<file path="config.mk">
export PLATFORM = sky130hd
export DESIGN_NAME = brflush_ctrl
export DESIGN_NICKNAME = d
export VERILOG_FILES = /design/src/rtl/brflush_pkg.sv /design/src/rtl/brflush_target.sv /design/src/rtl/brflush_decide.sv /design/src/rtl/brflush_slot_fsm.sv /design/src/rtl/brflush_pc_reg.sv /design/src/rtl/brflush_ctrl.sv
export SDC_FILE = /design/constraint.sdc
export NUM_CORES = 1
export LEC_CHECK = 0
export CORE_AREA = 2 2 87 106
export CTS_BUF_LIST = sky130_fd_sc_hd__clkbuf_8
export DETAILED_ROUTE_END_ITERATION = 10
export DIE_AREA = 0 0 89 108
export PLACE_DENSITY = 0.8
export SYNTH_ARGS = -nofsm -noshare
export SYNTH_HDL_FRONTEND = slang
export SYNTH_SLANG_ARGS = --single-unit
</file>
<file path="constraint.sdc">
create_clock -name clk -period 4 [get_ports clk]
set_clock_uncertainty 0.2 [all_clocks]
set_input_delay 0.8 -clock clk [delete_from_list [all_inputs] [get_ports clk]]
set_output_delay 0.8 -clock clk [all_outputs]
set_load 0.05 [all_outputs]
</file>
<file path="src/rtl/brflush_pkg.sv">
package brflush_pkg;

    typedef enum logic [1:0] {
        SEL_SEQ    = 2'd0,
        SEL_JUMP   = 2'd1,
        SEL_BRANCH = 2'd2
    } npc_sel_e;

    typedef enum logic [1:0] {
        ST_BOTH_DEAD = 2'd0,
        ST_EX_DEAD   = 2'd1,
        ST_ID_DEAD   = 2'd2,
        ST_RUN       = 2'd3
    } slot_state_e;

endpackage

</file>
<file path="src/rtl/brflush_target.sv">
module brflush_target #(
    parameter int ADDR_W = 32,
    parameter int IMM_W  = 16
) (
    input  logic [ADDR_W-1:0] npc,
    input  logic [IMM_W-1:0]  imm,
    output logic [ADDR_W-1:0] target
);
    localparam int EXT_W = ADDR_W - IMM_W;

    logic [ADDR_W-1:0] imm_sext;
    logic [ADDR_W-1:0] byte_ofs;

    generate
        if (EXT_W > 0) begin : g_ext
            assign imm_sext = {{EXT_W{imm[IMM_W-1]}}, imm};
        end else begin : g_trunc
            assign imm_sext = imm[ADDR_W-1:0];
        end
    endgenerate

    // word offset to byte offset
    assign byte_ofs = {imm_sext[ADDR_W-3:0], 2'b00};
    assign target   = npc + byte_ofs;

endmodule

</file>
<file path="src/rtl/brflush_decide.sv">
module brflush_decide
    import brflush_pkg::*;
(
    input  logic     id_live,
    input  logic     ex_live,
    input  logic     id_jump,
    input  logic     ex_beq,
    input  logic     ex_bne,
    input  logic     ex_zero,
    output logic     br_take,
    output logic     jmp_take,
    output npc_sel_e sel,
    output logic     flush_if,
    output logic     flush_id
);
    logic cond_met;

    always_comb begin
        cond_met = (ex_beq && ex_zero) || (ex_bne && !ex_zero);
        br_take  = ex_live && cond_met;
        // the jump sits on the squashed path when a branch redirects
        jmp_take = id_live && id_jump && !br_take;
    end

    always_comb begin
        if (br_take) begin
            sel      = SEL_BRANCH;
            flush_if = 1'b1;
            flush_id = 1'b1;
        end else if (jmp_take) begin
            sel      = SEL_JUMP;
            flush_if = 1'b1;
            flush_id = 1'b0;
        end else begin
            sel      = SEL_SEQ;
            flush_if = 1'b0;
            flush_id = 1'b0;
        end
    end

endmodule

</file>
<file path="src/rtl/brflush_slot_fsm.sv">
module brflush_slot_fsm
    import brflush_pkg::*;
(
    input  logic clk,
    input  logic rst_n,
    input  logic br_take,
    input  logic jmp_take,
    output logic id_live,
    output logic ex_live
);
    slot_state_e state_q;
    slot_state_e state_d;

    // state register
    always_ff @(posedge clk) begin
        if (!rst_n) begin
            state_q <= ST_BOTH_DEAD;
        end else begin
            state_q <= state_d;
        end
    end

    // transitions: REDIRECT_BR, REDIRECT_J, ADVANCE
    always_comb begin
        state_d = state_q;
        if (br_take) begin
            state_d = ST_BOTH_DEAD;
        end else if (jmp_take) begin
            state_d = ST_ID_DEAD;
        end else begin
            unique case (state_q)
                ST_BOTH_DEAD: state_d = ST_EX_DEAD;
                ST_ID_DEAD:   state_d = ST_EX_DEAD;
                ST_EX_DEAD:   state_d = ST_RUN;
                ST_RUN:       state_d = ST_RUN;
                default:      state_d = ST_BOTH_DEAD;
            endcase
        end
    end

    // outputs
    always_comb begin
        unique case (state_q)
            ST_BOTH_DEAD: begin id_live = 1'b0; ex_live = 1'b0; end
            ST_EX_DEAD:   begin id_live = 1'b1; ex_live = 1'b0; end
            ST_ID_DEAD:   begin id_live = 1'b0; ex_live = 1'b1; end
            ST_RUN:       begin id_live = 1'b1; ex_live = 1'b1; end
            default:      begin id_live = 1'b0; ex_live = 1'b0; end
        endcase
    end

endmodule

</file>
<file path="src/rtl/brflush_pc_reg.sv">
module brflush_pc_reg
    import brflush_pkg::*;
#(
    parameter int              ADDR_W   = 32,
    parameter logic [ADDR_W-1:0] RESET_PC = 32'h0000_0400
) (
    input  logic              clk,
    input  logic              rst_n,
    input  npc_sel_e          sel,
    input  logic [ADDR_W-1:0] jump_target,
    input  logic [ADDR_W-1:0] br_target,
    output logic [ADDR_W-1:0] pc
);
    localparam logic [ADDR_W-1:0] STEP = ADDR_W'(4);

    logic [ADDR_W-1:0] pc_q;
    logic [ADDR_W-1:0] pc_d;

    always_comb begin
        unique case (sel)
            SEL_JUMP:   pc_d = jump_target;
            SEL_BRANCH: pc_d = br_target;
            SEL_SEQ:    pc_d = pc_q + STEP;
            default:    pc_d = pc_q + STEP;
        endcase
    end

    always_ff @(posedge clk) begin
        if (!rst_n) begin
            pc_q <= RESET_PC;
        end else begin
            pc_q <= pc_d;
        end
    end

    assign pc = pc_q;

endmodule

</file>
<file path="src/rtl/brflush_ctrl.sv">
module brflush_ctrl
    import brflush_pkg::*;
#(
    parameter int                ADDR_W   = 32,
    parameter int                IMM_W    = 16,
    parameter logic [ADDR_W-1:0] RESET_PC = 32'h0000_0400
) (
    input  logic              clk,
    input  logic              rst_n,
    input  logic              id_jump,
    input  logic [ADDR_W-1:0] jump_target,
    input  logic              ex_beq,
    input  logic              ex_bne,
    input  logic              ex_zero,
    input  logic [ADDR_W-1:0] ex_npc,
    input  logic [IMM_W-1:0]  ex_imm,
    output logic [ADDR_W-1:0] pc,
    output logic [1:0]        pc_sel,
    output logic              flush_if,
    output logic              flush_id,
    output logic              id_live,
    output logic              ex_live
);
    logic              br_take;
    logic              jmp_take;
    npc_sel_e          sel;
    logic [ADDR_W-1:0] br_target;

    brflush_target #(
        .ADDR_W (ADDR_W),
        .IMM_W  (IMM_W)
    ) u_target (
        .npc    (ex_npc),
        .imm    (ex_imm),
        .target (br_target)
    );

    brflush_decide u_decide (
        .id_live  (id_live),
        .ex_live  (ex_live),
        .id_jump  (id_jump),
        .ex_beq   (ex_beq),
        .ex_bne   (ex_bne),
        .ex_zero  (ex_zero),
        .br_take  (br_take),
        .jmp_take (jmp_take),
        .sel      (sel),
        .flush_if (flush_if),
        .flush_id (flush_id)
    );

    brflush_slot_fsm u_slots (
        .clk      (clk),
        .rst_n    (rst_n),
        .br_take  (br_take),
        .jmp_take (jmp_take),
        .id_live  (id_live),
        .ex_live  (ex_live)
    );

    brflush_pc_reg #(
        .ADDR_W   (ADDR_W),
        .RESET_PC (RESET_PC)
    ) u_pc (
        .clk         (clk),
        .rst_n       (rst_n),
        .sel         (sel),
        .jump_target (jump_target),
        .br_target   (br_target),
        .pc          (pc)
    );

    assign pc_sel = sel;

endmodule

</file>
==> summary.txt <==
Yosys
  • Cell types with the largest area share after synthesis: dfxtp_1 (18%), ha_1 (10%), nand2_1 (5.9%)
  • Most common cell in the synthesized netlist: nand2_1
  • EDFF count, synth: 0
  • Number of synthesized register bits: 34
  • Syn_area_per_cell: 7.365 µm²
  • Most numerous cell types in the synthesized netlist: nand2_1 (58), a21oi_1 (42), dfxtp_1 (34), nor2_1 (34), ha_1 (30)
  • Post-synthesis async set-or-reset flop share: 0%
  • Synth cell types: 61
  • Flip-flop cell with the highest count after synthesis: dfxtp_1
  • Synthesis Warnings: 0
  • Cell accounting for the most synthesized area: dfxtp_1
  • Synthesized netlist cell count: 502
  • Fraction of post-synthesis cell area in the top cell type by area: 18.41%
  • Sequential fraction of the synthesis area: 18.41%
  • Synthesized Nets: 619
  • Summed instance area of the synthesized netlist: 0.003697 mm²

Detailed routing
  • Number of remaining DRC errors: 0
  • Via count of the routed design: 4,203
  • Antenna viol nets, final: 0
  • Initial DRC count: 208
  • Detailed-route vias per instance: 5.758
  • Aggregate routed wire length: 11,760 µm
  • Detailed-route wire length per cell: 16.11 µm
  • Iteration count of the initial detailed-routing pass: 5

Clock tree
  • Number of H-tree levels: 2
  • Source-to-sink clock delay at the later pin of the worst-skew pair: 0.29 ns
  • Hold buffer count at CTS: 0
  • Number of CTS-inserted buffers: 5
  • Buffer count from post-CTS setup fixing: 0
  • Max Root-Sink Buffers: 2
  • TritonCTS clock tree: built
  • Number of sinks driven by the clock tree: 34
  • Clock slew seen by the registers of the worst setup and hold paths: 0.07 ns
  • Library cell used as clock root buffer: clkbuf_8
  • Post-cts resize count: 0

Status
  • Result of the run: complete, no violations

Power
  • Int Power: 0.0007864 W
  • Leakage power: 2.018 nW
  • Worst VDD drop: 141.1 µV
  • Gate power share: 51.7%
  • Relative contribution of the clock network to total power: 17.4%
  • Ratio of total power to cell area: 264.6 mW/mm²
  • Switching power of the nets: 0.0005652 W
  • Net switching share of the total power: 41.82%
  • Sequential share of power: 30.9%

Timing
  • Maximum operating frequency: 0.2780 GHz
  • Setup TNS after final layout: 0 ns
  • Ratio of final minimum period to clock period: 89.91%
  • Pins over their slew limit: 0
  • Final Hold Vio Count: 0
  • Setup violations, final: 0
  • Tightest slew margin relative to the limit: 40.77%
  • Worst-margin pin slew: 0.8804 ns
  • Post-route worst hold slack: 0.2858 ns
  • Final period demand of the worst path: 3.597 ns
  • Final worst slack: 0.4035 ns
  • Setup repair after global routing missed its margin: no

Final layout
  • Final layout net count: 730
  • Final std cell area, no fill: 0.005107 mm²
  • Proportion of layout cells with a drive suffix above 1: 5.383%
  • Area growth syn-to-layout: 38.14%
  • Count of antenna diodes in the layout: 0

Placed design
  • HPWL after detailed placement: 9492 µm
  • Post-placement cell area: 0.005031 mm²
  • Number of port buffers: 123
  • Place WS: 0.1154 ns
  • Routability-driven placement congestion ratio: 0.9179

Critical path
  • Flop-to-flop setup slack: 1.43 ns
  • R2R depth: 8
  • Critical Path AT: 3.55 ns
  • Required arrival time at the worst endpoint: 3.95 ns
  • Worst Setup End Kind: flop
  • Path type of the worst setup path: in -> reg
  • Largest driver fanout on the critical path: 4
  • CP startpoint kind: primary input
  • End of the worst register-to-register path: u_pc.pc[30]
  • Source of the worst register-to-register timing path: u_pc.pc[2]

Floorplanning
  • Top-level port count: 124
  • Starting density of the core: 43.40%
  • Die width: 89 µm
  • Placement Rows: 37
  • Total Die Area: 0.009612 mm²
  • Area inside the core boundary: 0.008518 mm²
  • Floorplan die height: 108 µm

Min path
  • Worst hold path endpoint: u_pc.pc[0]
  • Min-Delay Startpoint: u_pc.pc[0]
  • Number of cells on the worst hold path: 2
  • Class of the tightest hold or removal check: reg -> reg

Global routing
  • Overflow after GRT: 0
  • Number of antenna violations at the first check in global routing: 0
  • Via count of the first global-routing pass: 4,047
  • Total Routing Usage GR: 24.44%
  • Pin count of the biggest net entering global routing: 45
  • First-pass GRT wire length: 18,910 µm

Flow run
  • Count of maximum capacitance violations: 0
## state kept, by name (all words and copies together) (netlist names)
signal / count
u_pc.pc: 32
u_slots.state_q: 2
## power by group through the flow
stage / clock (W) / sequential (W) / combinational, W
floorplan: 0 / 0.000526 / 0.000335
global placement: 0 / 0.000423 / 0.000689
detailed placement: 0 / 0.000424 / 0.000693
CTS: 0.000238 / 0.000417 / 0.000696
global route: 0.000246 / 0.000423 / 0.000758
finish: 0.000235 / 0.000418 / 0.000699
## layout by cell type (no fill, tap or decap), drive strengths merged, types with 5 or more instances in the layout
cell type      instances
a21oi                 44
and3                   8
nor3                   7
nand4                 14
o21bai                 5
clkdlybuf4s50        119
or3                    5
nand2                 59
dfxtp                 34
o22ai                  8
xnor2                 22
xor2                  24
and4                   6
a21o                  18
nor2                  34
nand3                 31
o211ai                17
nor4                   5
o21ai                 27
inv                   12
clkbuf                 5
a31oi                  7
buf                   14
a211oi                 9
ha                    30
## how the worst max path moves through the flow
| stage | startpoint | cells after the start | endpoint | slack (ns) |
|---|---|---|---|---|
| after global routing | ex_npc[2] | 10 | u_pc.pc[30] | 0.23 |
| final | ex_npc[2] | 10 | u_pc.pc[30] | 0.40 |
| after detailed placement | ex_npc[2] | 10 | u_pc.pc[30] | 0.12 |
| after global placement | ex_npc[2] | 10 | u_pc.pc[30] | 0.25 |
| after CTS | ex_npc[2] | 10 | u_pc.pc[30] | 0.40 |
| after floorplan | ex_zero | 6 | pc_sel[0] | 0.54 |
## critical path, cell delays in order
cell	delay, ns
clkdlybuf4s50_1	0.43
ha_1	0.25
fa_1	0.41
a21o_1	0.21
a221o_1	0.37
a21oi_2	0.24
o2111ai_1	0.17
a311oi_1	0.38
xor2_1	0.17
o21ai_0	0.11
## logic make-up (layout without fill, tap and decap cells)
family          count (synthesis)  after routing  share of synthesized area (%)
compound gates                160            160                          28.39
buf+inv                        40            151                          4.467
flops                          34             34                          18.41
mux                             4              4                          1.117
simple gates                  187            187                          26.02
fa+ha+maj                      31             31                          10.69
xor+xnor                       46             46                          10.90
## area by class of cell
class                           instances  area, µm²
Sequential cell                        34      680.7
Timing Repair Buffer                  133       1309
Fill cell                             796       3411
Multi-Input combinational cell        428       2854
Clock inverter                          2      7.507
Inverter                               11      41.29
Clock buffer                            5      68.82
Tap cell                              117      146.4
## per-stage QoR
| stage | cells | util [%] | total power (W) |
|---|---|---|---|
| 6_report | 730 | 59.96 | 0.001352 |
| 5_1_grt | 730 | 59.96 | 0.001426 |
| 4_1_cts | 730 | 59.96 | 0.001351 |
| 3_5_place_dp | 723 | 59.06 | 0.001117 |
| 3_3_place_gp | 723 | 59.06 | 0.001111 |
| 2_1_floorplan | 502 | - | 0.0008617 |
## routing by layer
| metal | up-vias | GRT usage [%] | part of all wire, % |
|---|---|---|---|
| li1 | 2098 | - | - |
| met1 | 1936 | 30.59 | 43 |
| met2 | 150 | 43.82 | 49 |
| met3 | 19 | 2.290 | 6.4 |
| met4 | 0 | 7.143 | 2.0 |
| met5 | - | 0 | 0 |
Power figures use the tool's default switching activity.
